`config.mk`:
```
export PLATFORM = sky130hd
export DESIGN_NAME = esc_timeout_mon
export DESIGN_NICKNAME = d
export VERILOG_FILES = /design/src/rtl/esc_mon_pkg.sv /design/src/rtl/esc_mon_sync.sv /design/src/rtl/esc_mon_handshake.sv /design/src/rtl/esc_mon_watchdog.sv /design/src/rtl/esc_timeout_mon.sv
export SDC_FILE = /design/constraint.sdc
export NUM_CORES = 1
export LEC_CHECK = 0
export ABC_CLOCK_PERIOD_IN_PS = 1770
export BUFFER_PORTS_ARGS = -buffer_cell sky130_fd_sc_hd__buf_2
export CAP_MARGIN = 15
export CORE_AREA = 2 2 39 41
export CTS_CLUSTER_SIZE = 20
export DETAILED_ROUTE_END_ITERATION = 10
export DIE_AREA = 0 0 41 43
export HOLD_SLACK_MARGIN = 0.08
export SLEW_MARGIN = 20
export SYNTH_ARGS = -nofsm -noshare
export SYNTH_HDL_FRONTEND = slang
export SYNTH_SLANG_ARGS = --single-unit
```
`constraint.sdc`:
```
create_clock -name clk_i -period 1.77 [get_ports clk_i]
set_input_delay 0.177 -clock clk_i [delete_from_list [all_inputs] [get_ports clk_i]]
set_output_delay 0.177 -clock clk_i [all_outputs]
set_load 0.01 [all_outputs]
```
`src/rtl/esc_mon_pkg.sv`:
```
package esc_mon_pkg;

    // Health of the remote escalation domain as seen locally.
    typedef enum logic {
        WD_ALIVE = 1'b0,
        WD_DEAD  = 1'b1
    } wd_state_e;

    // The two asynchronous inputs synchronized as one bundle.
    typedef struct packed {
        logic esc;
        logic ack;
    } remote_sig_t;

    localparam int unsigned REMOTE_SIG_W = $bits(remote_sig_t);

    // Counter width needed to hold values 0..limit.
    function automatic int unsigned cnt_width(input int unsigned limit);
        return (limit < 2) ? 1 : $clog2(limit + 1);
    endfunction

endpackage

```
`src/rtl/esc_mon_sync.sv`:
```
module esc_mon_sync #(
    parameter int unsigned WIDTH  = 2,
    parameter int unsigned STAGES = 2
) (
    input  logic             clk_i,
    input  logic             rst_i,
    input  logic [WIDTH-1:0] async_i,
    output logic [WIDTH-1:0] sync_o
);

    logic [WIDTH-1:0] stage_q [STAGES];

    genvar s;
    generate
        for (s = 0; s < STAGES; s++) begin : g_stage
            if (s == 0) begin : g_first
                always_ff @(posedge clk_i) begin
                    if (rst_i) stage_q[s] <= '0;
                    else       stage_q[s] <= async_i;
                end
            end else begin : g_next
                always_ff @(posedge clk_i) begin
                    if (rst_i) stage_q[s] <= '0;
                    else       stage_q[s] <= stage_q[s-1];
                end
            end
        end
    endgenerate

    assign sync_o = stage_q[STAGES-1];

endmodule

```
`src/rtl/esc_mon_handshake.sv`:
```
module esc_mon_handshake (
    input  logic clk_i,
    input  logic rst_i,
    input  logic ack_sync_i,
    output logic req_o,
    output logic ack_edge_o
);

    logic req_q;
    logic ack_prev_q;

    // Flip the request whenever the echoed acknowledge has caught up.
    always_ff @(posedge clk_i) begin
        if (rst_i) begin
            req_q      <= 1'b0;
            ack_prev_q <= 1'b0;
        end else begin
            ack_prev_q <= ack_sync_i;
            if (ack_sync_i == req_q) req_q <= ~req_q;
        end
    end

    assign req_o      = req_q;
    assign ack_edge_o = ack_sync_i ^ ack_prev_q;

    assert_req_wait_R2: assert property (@(posedge clk_i) disable iff (rst_i)
        (ack_sync_i != req_q) |=> $stable(req_q));

    assert_req_flip_R2: assert property (@(posedge clk_i) disable iff (rst_i)
        (ack_sync_i == req_q) |=> (req_q != $past(req_q)));

endmodule

```
`src/rtl/esc_mon_watchdog.sv`:
```
module esc_mon_watchdog
    import esc_mon_pkg::*;
#(
    parameter int unsigned TIMEOUT = 128,
    parameter int unsigned CNT_W   = cnt_width(TIMEOUT)
) (
    input  logic clk_i,
    input  logic rst_i,
    input  logic ack_edge_i,
    output logic fault_o
);

    localparam logic [CNT_W-1:0] LIMIT = CNT_W'(TIMEOUT);

    logic [CNT_W-1:0] gap_q;
    wd_state_e        state_q;
    logic             at_limit;

    assign at_limit = (gap_q == LIMIT);

    // Cycles since the last acknowledge transition; sticks at the limit.
    always_ff @(posedge clk_i) begin
        if (rst_i)           gap_q <= '0;
        else if (ack_edge_i) gap_q <= '0;
        else if (!at_limit)  gap_q <= gap_q + 1'b1;
    end

    // Sticky fault; only a local reset brings the domain back to alive.
    always_ff @(posedge clk_i) begin
        if (rst_i)         state_q <= WD_ALIVE;
        else if (at_limit) state_q <= WD_DEAD;
    end

    assign fault_o = (state_q == WD_DEAD);

    assert_cnt_bound_R4: assert property (@(posedge clk_i) disable iff (rst_i)
        gap_q <= LIMIT);

    assert_cnt_clear_R4: assert property (@(posedge clk_i) disable iff (rst_i)
        ack_edge_i |=> (gap_q == '0));

    assert_fire_R5: assert property (@(posedge clk_i) disable iff (rst_i)
        at_limit |=> fault_o);

    assert_latch_hold_R6: assert property (@(posedge clk_i) disable iff (rst_i)
        fault_o |=> fault_o);

endmodule

```
`src/rtl/esc_timeout_mon.sv`:
```
module esc_timeout_mon
    import esc_mon_pkg::*;
#(
    parameter int unsigned TIMEOUT     = 128,
    parameter int unsigned SYNC_STAGES = 2
) (
    input  logic clk_i,
    input  logic rst_i,
    output logic esc_req_o,
    input  logic esc_ack_i,
    input  logic esc_in_i,
    output logic esc_out_o
);

    localparam int unsigned CNT_W = cnt_width(TIMEOUT);

    remote_sig_t raw_sig;
    remote_sig_t sync_sig;
    logic        ack_edge;
    logic        fault;

    assign raw_sig.ack = esc_ack_i;
    assign raw_sig.esc = esc_in_i;

    esc_mon_sync #(
        .WIDTH  (REMOTE_SIG_W),
        .STAGES (SYNC_STAGES)
    ) u_sync (
        .clk_i   (clk_i),
        .rst_i   (rst_i),
        .async_i (raw_sig),
        .sync_o  (sync_sig)
    );

    esc_mon_handshake u_hs (
        .clk_i      (clk_i),
        .rst_i      (rst_i),
        .ack_sync_i (sync_sig.ack),
        .req_o      (esc_req_o),
        .ack_edge_o (ack_edge)
    );

    esc_mon_watchdog #(
        .TIMEOUT (TIMEOUT),
        .CNT_W   (CNT_W)
    ) u_wd (
        .clk_i      (clk_i),
        .rst_i      (rst_i),
        .ack_edge_i (ack_edge),
        .fault_o    (fault)
    );

    assign esc_out_o = fault | sync_sig.esc;

    assert_reset_R1: assert property (@(posedge clk_i)
        rst_i |=> (!esc_req_o && !esc_out_o));

    assert_out_fault_R8: assert property (@(posedge clk_i) disable iff (rst_i)
        fault |-> esc_out_o);

    assert_out_esc_R7: assert property (@(posedge clk_i) disable iff (rst_i)
        sync_sig.esc |-> esc_out_o);

endmodule

```
==> impl_metrics.tcl <==
set metrics [dict create \
    antenna_found_initial 0 \
    ys_seq_area_share_pct 50.42 \
    hold_class "in2reg" \
    slowest_stage "dfxtp_1" \
    final_nets 79 \
    synth_cell_types 21 \
    critPathTopFamily "simple AND/OR/NAND/NOR gates" \
    synth_cells 63 \
    fin_crit_sh_pct 77.13 \
    final_common_cell "dfxtp_1" \
    ctsHoldBuffers 0 \
    synth_seq_cells 15 \
    wl_um 998 \
    clk_latency_ns 0.28 \
    dieHeight_um 43 \
    rsz0062_at_grt "false" \
    grt_pass1_vias 369 \
    skew_ns 0.003303 \
    cp.arrival_ns 1.57 \
    cts_tree "built" \
    ir_drop_v 0.0005156 \
    slowest_delay_ns 0.41 \
    crit_path_end_kind "flop" \
    critPathBufInv 0 \
    seqPwrFrac_pct 60.6 \
    worstSetupPathType "reg2reg" \
    cp_data_required_time_ns 1.98 \
    swShare_pct 23.08 \
    h-tree-depth 1 \
    portBuffers 5 \
    relSlewSlack_pct 69.50 \
    hold_violations 0 \
    fmax_mhz 732.5 \
    die_w_um 41 \
    rows 14 \
    outcome "complete, no violations" \
    antenna_cells 0 \
    grt.total_usage_pct 13.79 \
    route.detailed.vias_per_inst 4.943 \
    p_sw_w 0.0001368 \
    clkSinkCount 15 \
    syn_to_final_growth_pct 11.97 \
    io_pins 6 \
    syn_avg_cell_area_um2 9.454 \
    p_int_w 0.0004558 \
    p_leak_nw 0.2541 \
    cts_root_buffer "clkbuf_4" \
    cap_violations 0 \
    cts_max_path_buffers 2 \
    cts_buffers 3 \
    synth_nets 69 \
    regArea_um2 300.3 \
    num-fill-cells 141 \
    grt_max_degree 9 \
    setup_viol_count_final 0 \
    grt_pass1_wl_um 1545 \
    routedWlPerCell_um 11.34 \
    drt-pass1-iter-count 4 \
    drive_gt1_share_pct 18.06 \
    clk_transition_reported_paths_ns 0.09 \
    cp_cell_sequence "ha_1 -> nand3_1 -> or3_1 -> a21oi_1" \
    drt-initial-drc-count 17 \
    core_um2 1384 \
    gp_congestion 0.7530 \
    power_density_nw_per_um2 888.5 \
    multiInputGateArea_um2 284.0 \
    power_frac_clock_pct 32.4 \
    final_cell_mix "dfxtp_1 (15), a21oi_1 (6), nor2b_1 (5), nor2_1 (5), buf_2 (5)" \
    comb_power_share_pct 7.0 \
    netlist_area_um2 595.6 \
    start_util_pct 43.04 \
    ant_nets 0 \
    worstMarginPinSlew_ns 0.4514 \
    vias 435 \
    die_area_um2 1763 \
    dpl.hpwl_um 740.8 \
    cp_max_fo 5 \
    fin_crit_ns 1.365 \
    overflow 0 \
    cts_resized 0 \
    remaining_drc_errors 0 \
    start_kind "flop" \
    ys.warnings.count 0 \
    report.power.total_w 0.0005925 \
    postCtsSetupBuffers 0 \
    tns_ns 0 \
    finalMaxSlewViolations 0 \
]
[power by group through the flow]
stage	Combinational, W	Sequential [W]	Clock [W]
after floorplan	0.0000280	0.000365	0
final	0.0000414	0.000359	0.000192
after CTS	0.0000418	0.000359	0.000197
after global placement	0.0000413	0.000367	0
after global routing	0.0000474	0.000361	0.000213
after detailed placement	0.0000418	0.000367	0
[logic make-up after synthesis]
family / share of synthesized area (%)
fa+ha+maj: 4.201
xor+xnor: 5.883
flops: 50.42
simple gates: 26.68
buf+inv: 1.891
compound gates: 10.92
[layout make-up]
| cell class | count | share of cell area (%) |
|---|---|---|
| inverter | 3 | 1.689 |
| tap | 16 | 3.002 |
| sequential | 15 | 45.03 |
| timing repair buffer | 5 | 3.752 |
| clock buffer | 4 | 3.940 |
| multi-input combinational | 45 | 42.59 |
[cells in the mapped netlist]
| master | n | area share [%] |
|---|---|---|
| a21oi_1 | 6 | 5.0 |
| dfxtp_1 | 15 | 50 |
| ha_1 | 2 | 4.2 |
| inv_1 | 3 | 1.9 |
| nand2_1 | 3 | 1.9 |
| nand2_2 | 1 | 1.1 |
| nand3_1 | 4 | 3.4 |
| nand4bb_1 | 1 | 1.9 |
| nor2_1 | 5 | 3.2 |
| nor2b_1 | 5 | 5.3 |
| nor3_1 | 3 | 2.5 |
| nor4bb_1 | 1 | 1.7 |
| o211ai_2 | 1 | 2.1 |
| o21ai_0 | 3 | 2.5 |
| o31ai_1 | 1 | 1.3 |
| or2_2 | 1 | 1.1 |
| or3_1 | 1 | 1.1 |
| or3_2 | 2 | 2.5 |
| or4_1 | 1 | 1.3 |
| xnor2_1 | 2 | 2.9 |
| xor2_1 | 2 | 2.9 |
[through the flow]
stage / instances / utilization [%] / instance area, um2 / worst slack, ns / hold WS (ns)
after floorplan: 63 / - / 595.6 / 0.5667 / 0.2437
after global placement: 84 / 46.29 / 640.6 / 0.4580 / 0.3919
after detailed placement: 84 / 46.29 / 640.6 / 0.4444 / 0.3963
after CTS: 88 / 48.19 / 666.9 / 0.4046 / 0.1018
after global routing: 88 / 48.19 / 666.9 / 0.2012 / 0.09217
final: 88 / 48.19 / 666.9 / 0.4048 / 0.1085
[metal layers]
layer  vias up  wire length (um)  track usage, %
li1        236                 -               -
met1       192               514           18.27
met2         5               446           17.81
met3         2                23           4.712
met4         0                13           10.00
met5         -                 0               0
[sequential cells by signal, summed over array words and instances (netlist names)]
register / flops
u_hs.req_o: 1
u_hs.ack_prev_q: 1
u_wd.fault_o: 1
u_wd.gap_q: 8
u_sync.stage_q: 4
[worst paths after layout]
kind / from / end / slack [ns] / cells after the start
max: u_wd.gap_q[1]$_SDFFE_PP0P_ / u_wd.gap_q[6]$_SDFFE_PP0P_ / 0.40 / 4
min: esc_in_i / u_sync.stage_q[0][1]$_SDFF_PP0_ / 0.11 / 2
max reg2reg: u_wd.gap_q[1]$_SDFFE_PP0P_ / u_wd.gap_q[6]$_SDFFE_PP0P_ / 0.40 / 4
min reg2reg: u_sync.stage_q[0][1]$_SDFF_PP0_ / u_sync.stage_q[1][1]$_SDFF_PP0_ / 0.45 / 1
(Power assumes the default switching activity.)
